File: src/rtl/dbg_trig_pkg.sv
package dbg_trig_pkg;

  typedef enum logic [1:0] {
    ST_ONE   = 2'b00,
    ST_TWO   = 2'b01,
    ST_THREE = 2'b10,
    ST_FIN   = 2'b11
  } seq_state_e;

  typedef enum logic [1:0] {
    RT_NONE = 2'b00,
    RT_ONE  = 2'b01,
    RT_TWO  = 2'b10,
    RT_FIN  = 2'b11
  } route_e;

  // Route a single channel under a State3 code.
  function automatic route_e route_of(input logic [3:0] code, input int unsigned ch);
    route_e r;
    r = RT_NONE;
    unique case (code)
      4'b0010: r = (ch < 4) ? RT_FIN : RT_NONE;
      4'b0011: if (ch == 0) r = RT_ONE;
      4'b0100: if (ch == 0) r = RT_TWO;
      4'b0101: begin
        if (ch == 0) r = RT_FIN;
        if (ch == 1) r = RT_ONE;
      end
      4'b0110: if (ch == 1) r = RT_ONE;
      4'b0111: if (ch == 1) r = RT_TWO;
      4'b1000: if (ch == 1) r = RT_FIN;
      4'b1001: begin
        if (ch == 0) r = RT_FIN;
        if (ch == 2) r = RT_TWO;
      end
      4'b1010: begin
        if (ch == 1) r = RT_ONE;
        if (ch == 3) r = RT_TWO;
      end
      4'b1011: begin
        if (ch == 1) r = RT_FIN;
        if (ch == 3) r = RT_TWO;
      end
      4'b1100: if (ch == 2) r = RT_FIN;
      4'b1101: if (ch == 3) r = RT_FIN;
      default: r = RT_NONE;
    endcase
    return r;
  endfunction

  function automatic seq_state_e route_to_state(input route_e r);
    seq_state_e s;
    unique case (r)
      RT_ONE:  s = ST_ONE;
      RT_TWO:  s = ST_TWO;
      RT_FIN:  s = ST_FIN;
      default: s = ST_THREE;
    endcase
    return s;
  endfunction

endpackage

File: src/rtl/dbg_route_dec.sv
module dbg_route_dec
  import dbg_trig_pkg::*;
#(
  parameter int unsigned N_CH   = 4,
  parameter int unsigned CODE_W = 4
) (
  input  logic [CODE_W-1:0] code,
  input  logic [N_CH-1:0]   match,
  output logic              hit,
  output seq_state_e        target
);

  route_e          rt [N_CH];
  logic [N_CH-1:0] fin_vec;
  logic [N_CH-1:0] any_vec;

  for (genvar g = 0; g < N_CH; g++) begin : g_ch
    assign rt[g]      = route_of(4'(code), g);
    assign fin_vec[g] = match[g] && (rt[g] == RT_FIN);
    assign any_vec[g] = match[g] && (rt[g] != RT_NONE);
  end

  // Final-bound routes first, then the lowest routed channel.
  always_comb begin
    hit    = |any_vec;
    target = ST_THREE;
    for (int i = N_CH - 1; i >= 0; i--) begin
      if (any_vec[i]) target = route_to_state(rt[i]);
    end
    if (|fin_vec) target = ST_FIN;
  end

endmodule

File: src/rtl/dbg_seq_fsm.sv
module dbg_seq_fsm
  import dbg_trig_pkg::*;
(
  input  logic       clk,
  input  logic       rst_n,
  input  logic       arm_req,
  input  logic       match_any,
  input  logic       route_hit,
  input  seq_state_e route_tgt,
  output seq_state_e state,
  output logic       armed,
  output logic       final_pulse
);

  seq_state_e st_q, st_d;
  logic       arm_q, arm_d;
  logic       fin_q, fin_d;
  logic       run_en;

  assign run_en = arm_req || (arm_q && match_any);

  always_comb begin
    st_d  = st_q;
    arm_d = arm_q;
    fin_d = 1'b0;
    if (arm_req) begin
      st_d  = ST_ONE;
      arm_d = 1'b1;
    end else if (arm_q && match_any) begin
      unique case (st_q)
        ST_ONE: st_d = ST_TWO;
        ST_TWO: st_d = ST_THREE;
        ST_THREE: begin
          if (route_hit) begin
            st_d = route_tgt;
            if (route_tgt == ST_FIN) begin
              arm_d = 1'b0;
              fin_d = 1'b1;
            end
          end
        end
        default: st_d = st_q;
      endcase
    end
  end

  always_ff @(posedge clk or negedge rst_n) begin
    if (!rst_n) begin
      st_q  <= ST_ONE;
      arm_q <= 1'b0;
    end else if (run_en) begin
      st_q  <= st_d;
      arm_q <= arm_d;
    end
  end

  always_ff @(posedge clk or negedge rst_n) begin
    if (!rst_n) fin_q <= 1'b0;
    else        fin_q <= fin_d;
  end

  assign state       = st_q;
  assign armed       = arm_q;
  assign final_pulse = fin_q;

  p_arm_state1_r2: assert property (@(posedge clk) disable iff (!rst_n)
    arm_req |=> (st_q == ST_ONE) && arm_q);

  p_final_once_r9: assert property (@(posedge clk) disable iff (!rst_n)
    fin_q |=> !fin_q);

  p_final_disarm_r9: assert property (@(posedge clk) disable iff (!rst_n)
    fin_q |-> (!arm_q && st_q == ST_FIN));

  p_idle_hold_r9: assert property (@(posedge clk) disable iff (!rst_n)
    (!arm_q && !arm_req) |=> $stable(st_q));

  p_step_r3: assert property (@(posedge clk) disable iff (!rst_n)
    (arm_q && !arm_req && match_any && st_q == ST_ONE) |=> st_q == ST_TWO);

endmodule

File: src/rtl/dbg_flag_bank.sv
module dbg_flag_bank #(
  parameter int unsigned N_CH   = 4,
  parameter int unsigned BANK_W = 2,
  parameter int unsigned RD_W   = 8,
  parameter logic [BANK_W-1:0] VIS_BANK = '1
) (
  input  logic              clk,
  input  logic              rst_n,
  input  logic              arm_req,
  input  logic              armed,
  input  logic [N_CH-1:0]   match,
  input  logic [BANK_W-1:0] bank_sel,
  output logic [RD_W-1:0]   rd_data
);

  localparam int unsigned PAD_W = RD_W - N_CH;

  logic [N_CH-1:0] flg_q, flg_d;
  logic            flg_en;

  assign flg_en = arm_req || (armed && (|match));

  always_comb begin
    if (arm_req) flg_d = '0;
    else         flg_d = flg_q | match;
  end

  always_ff @(posedge clk or negedge rst_n) begin
    if (!rst_n)      flg_q <= '0;
    else if (flg_en) flg_q <= flg_d;
  end

  always_comb begin
    rd_data = '0;
    if (bank_sel == VIS_BANK) rd_data = {{PAD_W{1'b0}}, flg_q};
  end

  p_arm_clear_r2: assert property (@(posedge clk) disable iff (!rst_n)
    arm_req |=> (flg_q == '0));

  p_sticky_r8: assert property (@(posedge clk) disable iff (!rst_n)
    !arm_req |=> ((flg_q & $past(flg_q)) == $past(flg_q)));

  p_idle_frozen_r9: assert property (@(posedge clk) disable iff (!rst_n)
    (!armed && !arm_req) |=> $stable(flg_q));

endmodule

File: src/rtl/dbg_trig_seq.sv
module dbg_trig_seq
  import dbg_trig_pkg::*;
#(
  parameter int unsigned N_CH   = 4,
  parameter int unsigned CODE_W = 4,
  parameter int unsigned BANK_W = 2,
  parameter int unsigned RD_W   = 8
) (
  input  logic              clk,
  input  logic              rst_n,
  input  logic              arm_req,
  input  logic [N_CH-1:0]   match_i,
  input  logic [CODE_W-1:0] route_code,
  input  logic [BANK_W-1:0] bank_sel,
  output logic [1:0]        seq_state,
  output logic              armed,
  output logic              final_pulse,
  output logic [RD_W-1:0]   flag_rd
);

  logic       rt_hit;
  seq_state_e rt_tgt;
  seq_state_e st;

  dbg_route_dec #(.N_CH(N_CH), .CODE_W(CODE_W)) u_dec (
    .code   (route_code),
    .match  (match_i),
    .hit    (rt_hit),
    .target (rt_tgt)
  );

  dbg_seq_fsm u_fsm (
    .clk         (clk),
    .rst_n       (rst_n),
    .arm_req     (arm_req),
    .match_any   (|match_i),
    .route_hit   (rt_hit),
    .route_tgt   (rt_tgt),
    .state       (st),
    .armed       (armed),
    .final_pulse (final_pulse)
  );

  dbg_flag_bank #(.N_CH(N_CH), .BANK_W(BANK_W), .RD_W(RD_W)) u_flags (
    .clk      (clk),
    .rst_n    (rst_n),
    .arm_req  (arm_req),
    .armed    (armed),
    .match    (match_i),
    .bank_sel (bank_sel),
    .rd_data  (flag_rd)
  );

  assign seq_state = st;

endmodule

File: config.mk
export PLATFORM = sky130hd
export DESIGN_NAME = dbg_trig_seq
export DESIGN_NICKNAME = d
export VERILOG_FILES = /design/src/rtl/dbg_trig_pkg.sv /design/src/rtl/dbg_route_dec.sv /design/src/rtl/dbg_seq_fsm.sv /design/src/rtl/dbg_flag_bank.sv /design/src/rtl/dbg_trig_seq.sv
export SDC_FILE = /design/constraint.sdc
export NUM_CORES = 1
export LEC_CHECK = 0
export ABC_AREA = 1
export BUFFER_PORTS_ARGS = -buffer_cell sky130_fd_sc_hd__buf_2
export CAP_MARGIN = 20
export CORE_ASPECT_RATIO = 0.9
export CORE_UTILIZATION = 46
export DETAILED_ROUTE_END_ITERATION = 8
export MAX_ROUTING_LAYER = met4
export PLACE_DENSITY = 0.74
export SYNTH_ARGS = -nofsm -noshare
export SYNTH_HDL_FRONTEND = slang
export SYNTH_SLANG_ARGS = --single-unit
export TNS_END_PERCENT = 1
File: constraint.sdc
create_clock -name clk -period 1.3 [get_ports clk]
set_input_delay 0.13 -clock clk [delete_from_list [all_inputs] [get_ports clk]]
set_output_delay 0.13 -clock clk [all_outputs]
set_load 0.005 [all_outputs]
; Yosys cells after proc, flatten, opt, wreduce, memory -nomap -nowiden
; Index checks and enable logic that the tools add are counted.
; W data, S select, Z words.
[word_totals]
out_inout_bits = 12
in_bits = 13
register_bits = 8
elab_cells = 94
[op_classes]
eq_ne = 29
n_reduce_logical = 31
muxes = 29
n_bitwise = 1
[ops]
columns = operator, count
row1 = $pmux W2 S3, 7
row2 = $eq A4 B4 Y1 const B, 6
row3 = $eq A2 B2 Y1 const B, 11
row4 = $eq A4 B3 Y1 const B, 4
row5 = $mux W2, 8
row6 = $reduce_bool A2 Y1, 8
row7 = $reduce_or A4 Y1, 3
row8 = $eq A2 B1 Y1 const B, 5
row9 = $mux W1, 10
row10 = $logic_and A1 B1 Y1, 9
row11 = $reduce_or A3 Y1, 3
row12 = $eq A4 B2 Y1 const B, 2
row13 = $mux W4, 2
row14 = $pmux W2 S2, 2
row15 = $reduce_or A2 Y1, 3
row16 = $reduce_and A5 Y1, 1
row17 = $or A4 B4 Y4, 1
row18 = $reduce_and A4 Y1, 1
row19 = $reduce_bool A4 Y1, 1
row20 = $ne A3 B3 Y1 const B, 1
row21 = $logic_not A2 Y1, 1
row22 = $logic_or A1 B1 Y1, 1

; Longest topological paths before layout
[logic_depth]
depth_word = 16
mapped_depth = 19
ltp_nobuf = 18

; Hierarchy
; A second synthesis with hierarchy kept.
[unflattened]
cells_unflattened = 141
area_unflattened_um2 = 862.1
[modules_own_cells]
columns = mod, seq_area_each_um2, instances, cells_each, area_each_um2
row1 = dbg_route_dec, 0.0, 1, 72, 364.1
row2 = dbg_seq_fsm, 100.1, 1, 40, 284.0
row3 = dbg_flag_bank, 100.1, 1, 26, 202.7
row4 = dbg_trig_seq, 0.0, 1, 3, 11.3

; Least setup slack after synthesis
; OpenSTA, ideal clock, no wires.
[synth_path]
path_kind = input -> register
from = input route_code[1]
to = register u_fsm.arm_q, in the netlist u_fsm.armed
required_ps = 1183
setup_time_ps = 117
path_slack_ps = -394
stages = 19
path_buffers = 1
arrival_ps = 1577
path_cell_list = buf_6 -> inv_2 -> nor2_2 -> nand2_4 -> nand2_1 -> inv_1 -> o21ai_0 -> inv_1 -> ha_1 -> nor2_1 -> inv_1 -> nand2_1 -> inv_1 -> nand3_2 -> nand2_1 -> nor2_1 -> nand3_1 -> nand2_1 -> nand2_1
[synth_between]
elab_chain_cells = 13
word_cells_on_any_way = 61
classes_between = 25 x eq/ne / 13 x mux / 23 x reduce/logical
[synth_rtl]
columns = element, line
row1 = from (decl), dbg_trig_seq.sv:13  ; input logic [CODE_W-1:0] route_code,
row2 = $eq A4 B2 Y1 / $eq A4 B4 Y1 (equally long branches), dbg_trig_pkg.sv:21  ; unique case (code)
row3 = $reduce_or A2 Y1 (no line), -
row4 = $pmux W2 S2, dbg_trig_pkg.sv:21
row5 = $eq A2 B2 Y1 (tied with other cells), "dbg_trig_pkg.sv:53, dbg_route_dec.sv:19"
row6 = $pmux W2 S3 / $logic_and A1 B1 Y1 (equally long branches), "dbg_trig_pkg.sv:53, dbg_route_dec.sv:20"
row7 = $mux W2 (4 in series), dbg_route_dec.sv:28  ; if (any_vec[i]) target = route_to_state(rt[i]);
row8 = $mux W2, dbg_route_dec.sv:30  ; if (|fin_vec) target = ST_FIN;
row9 = $eq A2 B2 Y1, dbg_seq_fsm.sv:36  ; if (route_tgt == ST_FIN) begin
row10 = $reduce_bool A2 Y1 (no line), -
row11 = $reduce_and A5 Y1 (no line) *, -
row12 = to (signal assigned), dbg_seq_fsm.sv:53  ; arm_q <= arm_d;
row13 = to (decl), dbg_seq_fsm.sv:16  ; logic arm_q, arm_d;
; Mark *: on every way between the ends. The rest lies on a longest branch, timed or not.
; A chain may end at the register's enable or synchronous reset.

; Final worst setup path
[layout_path]
from = input route_code[3]
to = register u_fsm.arm_q, in the netlist u_fsm.armed
; Same word-level chain as after synthesis.

==> results.toml <==
[run_status]
outcome = "finished with violations"
violations = "negative setup slack"

[grt]
grt_pass1_vias = 1011
grt_first_pass_wirelength_mm = 4.209
antenna_found_initial = 0
grt_use_met1_pct = 30.80
grtUsageMet2_pct = 45.21
overflow = 0
grt_max_degree = 9
grt_use_met3_pct = 6.873
globalRouteTotalUtil_pct = 26.62
busiest_layer = "met2"

[sta]
fin_crit_sh_pct = 123.0
hold_viol = 0
setup_viol = 4
period_needed_ns = 1.599
finClkSkew_ns = 0.003234
holdWs_ns = 0.1314
setup_slack_ns = -0.2994
final_max_slew_viol_count = 0
rsz0062_at_grt = "true"
fmax_mhz = 625.2
setup_tns_ns = -0.9367

[synthesis]
yosysUniqueCellTypes = 25
synth_compound_area_share_pct = 7.776
syn_area_per_cell_sq_um = 6.197
synth_mux_area_share_pct = 0
synth_xor_xnor_area_share_pct = 0.9550
ys_seq_area_share_pct = 21.83
synth_area_sq_um = 917.1
ys_seq_elements = 8
synth_top_family_by_area = "simple AND/OR/NAND/NOR gates"
synth_fa_ha_area_share_pct = 9.550
synth_simple_gate_area_share_pct = 43.11
ys_warn_count = 0
synthCells = 148

[final_layout]
area_growth_pct = 54.16
stdcell_count = 216
final_common_cell = "nand2_1"
final_area_sq_um = 1414
fin_nets = 214
fin_util_pct = 79.92
num_antenna_cells = 0
drive_gt1_share_pct = 48.44
n_fill_cell = 117
layout_common_cells = "nand2_1 (31), buf_4 (23), inv_1 (18), nor2_1 (16), buf_2 (16)"
register_area_sq_um = 200.2
multi_input_area_sq_um = 708.2

[detailed_routing]
dr.pass1.iters = 4
wl_per_cell_um = 13.00
finalWirelength_mm = 2.809
vias_per_cell = 5.032
vias = 1087
drt_iter0_drc = 38
drcViolationCount = 0
detail-route-antenna-nets = 0

[critical_path]
endpoint_kind = "register"
startpoint_type = "input pin"
critPathTopFamily = "simple AND/OR/NAND/NOR gates"
crit_chain = "buf_12 > inv_4 > nand2_4 > inv_1 > nand3_1 > nand2_2 > inv_1 > ha_2 > nor2_4 > inv_2 > nand2_2 > inv_2 > nand3_2 > nand2_1 > nor2_1 > nand3_1 > nand2_1 > nand2_1"
cp_max_fo = 5
arrival_ns = 1.74
cpMostUsedCell = "nand2_1"
cp_num_buf_inv = 6
crit_slowest_cell = "nor2_1"
slowest_delay_ns = 0.19
critPathKind = "in2reg"
worst_ep_required_time_ns = 1.44

[floorplan]
start_util_pct = 51.84
row_count = 14
core_area_sq_um = 1769
die_h_um = 44.36
dieArea_sq_um = 2177
io_pins = 25
dieWidth_um = 49.07

[clocking]
clk_pin_slew_ns = 0.05
numCtsBuffers = 3
clock_sinks = 8
cts_tree = "done"
clock_latency_ns = 0.25
cts-root-buf = "clkbuf_4"
htreeDepth = 1
clock_path_buffers = 2

[place]
placed_cells = 202
place_ws_ns = -0.5881
dpl_cell_area_sq_um = 1142
routabilityCongestion = 0.8499
hpwl_mm = 1.751
numPortBuffers = 20

[min_path]
min_path_type = "in2reg"

[job]
maxCapViolCount = 0

[power_and_ir_drop]
ir_drop_uv = 948.0
p_leak_nw = 0.8191
pwr_density_cell_nw_per_um2 = 837.8
power_mw = 1.185
kinds of logic (layout without fill, tap and decap cells):
family / Yosys count / in the layout
buf+inv: 34 / 75
other cells: 1 / 4
fa+ha+maj: 7 / 7
xor+xnor: 1 / 1
simple gates: 85 / 85
compound gates: 12 / 12
flops: 8 / 8
synthesized netlist by cell type:
library cell	number	area [sq um]
a21boi_2	1	11.26
a21oi_1	6	30.03
a31oi_1	1	6.260
buf_4	4	30.03
buf_6	1	11.26
clkbuf_1	1	3.750
conb_1	1	3.750
dfrtp_1	8	200.2
ha_1	7	87.58
inv_1	25	93.84
inv_2	3	11.26
nand2_1	39	146.4
nand2_2	5	31.28
nand2_4	1	11.26
nand3_1	9	45.04
nand3_2	3	30.03
nand3b_2	1	11.26
nand4_1	1	6.260
nor2_1	21	78.83
nor2_2	3	18.77
nor2_4	1	11.26
nor3_1	1	5.000
o21ai_0	3	15.01
o21ai_2	1	8.760
xnor2_1	1	8.760
state kept, by name, indices dropped and copies added, names as in the netlist:
| signal | flops |
|---|---|
| u_fsm.final_pulse | 1 |
| u_fsm.state | 2 |
| u_flags.flg_q | 4 |
| u_fsm.armed | 1 |
worst min-delay path, stage by stage:
cell     delay, ns
buf_2         0.11
nand2_1       0.05
a21oi_1       0.05
report_power, final:
group	internal (mW)	switching, mW	leakage, nW
sequential	0.286	0.0240	0.0998
combinational	0.314	0.372	0.706
clock	0.106	0.0829	0.0138
total	0.706	0.479	0.819
what timing repair did:
item / in CTS / in global routing
pin swaps: 14 / 13
setup buffers: 9 / 1
resized for setup: 31 / 20
setup endpoints to repair: 4 / 4
hold endpoints to repair: 8 / 0
hold buffers: 1 / 0
worst paths after layout:
| path | start | endpoint | slack, ns | cells past startpoint |
|---|---|---|---|---|
| max in group asynchronous | rst_n | u_fsm.state[0] | 0.88 | 2 |
| worst min-delay path | match_i[1] | u_flags.flg_q[1] | 0.13 | 3 |
| min in group asynchronous | rst_n | u_flags.flg_q[0] | 0.25 | 2 |
| worst max register to register | u_fsm.state[0] | u_fsm.state[1] | -0.03 | 9 |
| worst min register to register | u_flags.flg_q[0] | u_flags.flg_q[0] | 0.52 | 2 |
| worst max-delay path | route_code[3] | u_fsm.armed | -0.30 | 18 |
layer usage:
layer | vias up | share of wire [%]
met1 | 491 | 43
met2 | 52 | 47
li1 | 535 | -
met3 | 9 | 7.0
met4 | 0 | 2.2
met5 | - | 0
cell type report:
type	count	area share [%]
multi-input combinational	109	50.09
sequential	8	14.16
timing repair buffer	44	24.25
inverter	28	7.788
clock buffer	3	1.593
tap	24	2.124
No activity file was read; power rests on OpenSTA's default activity.
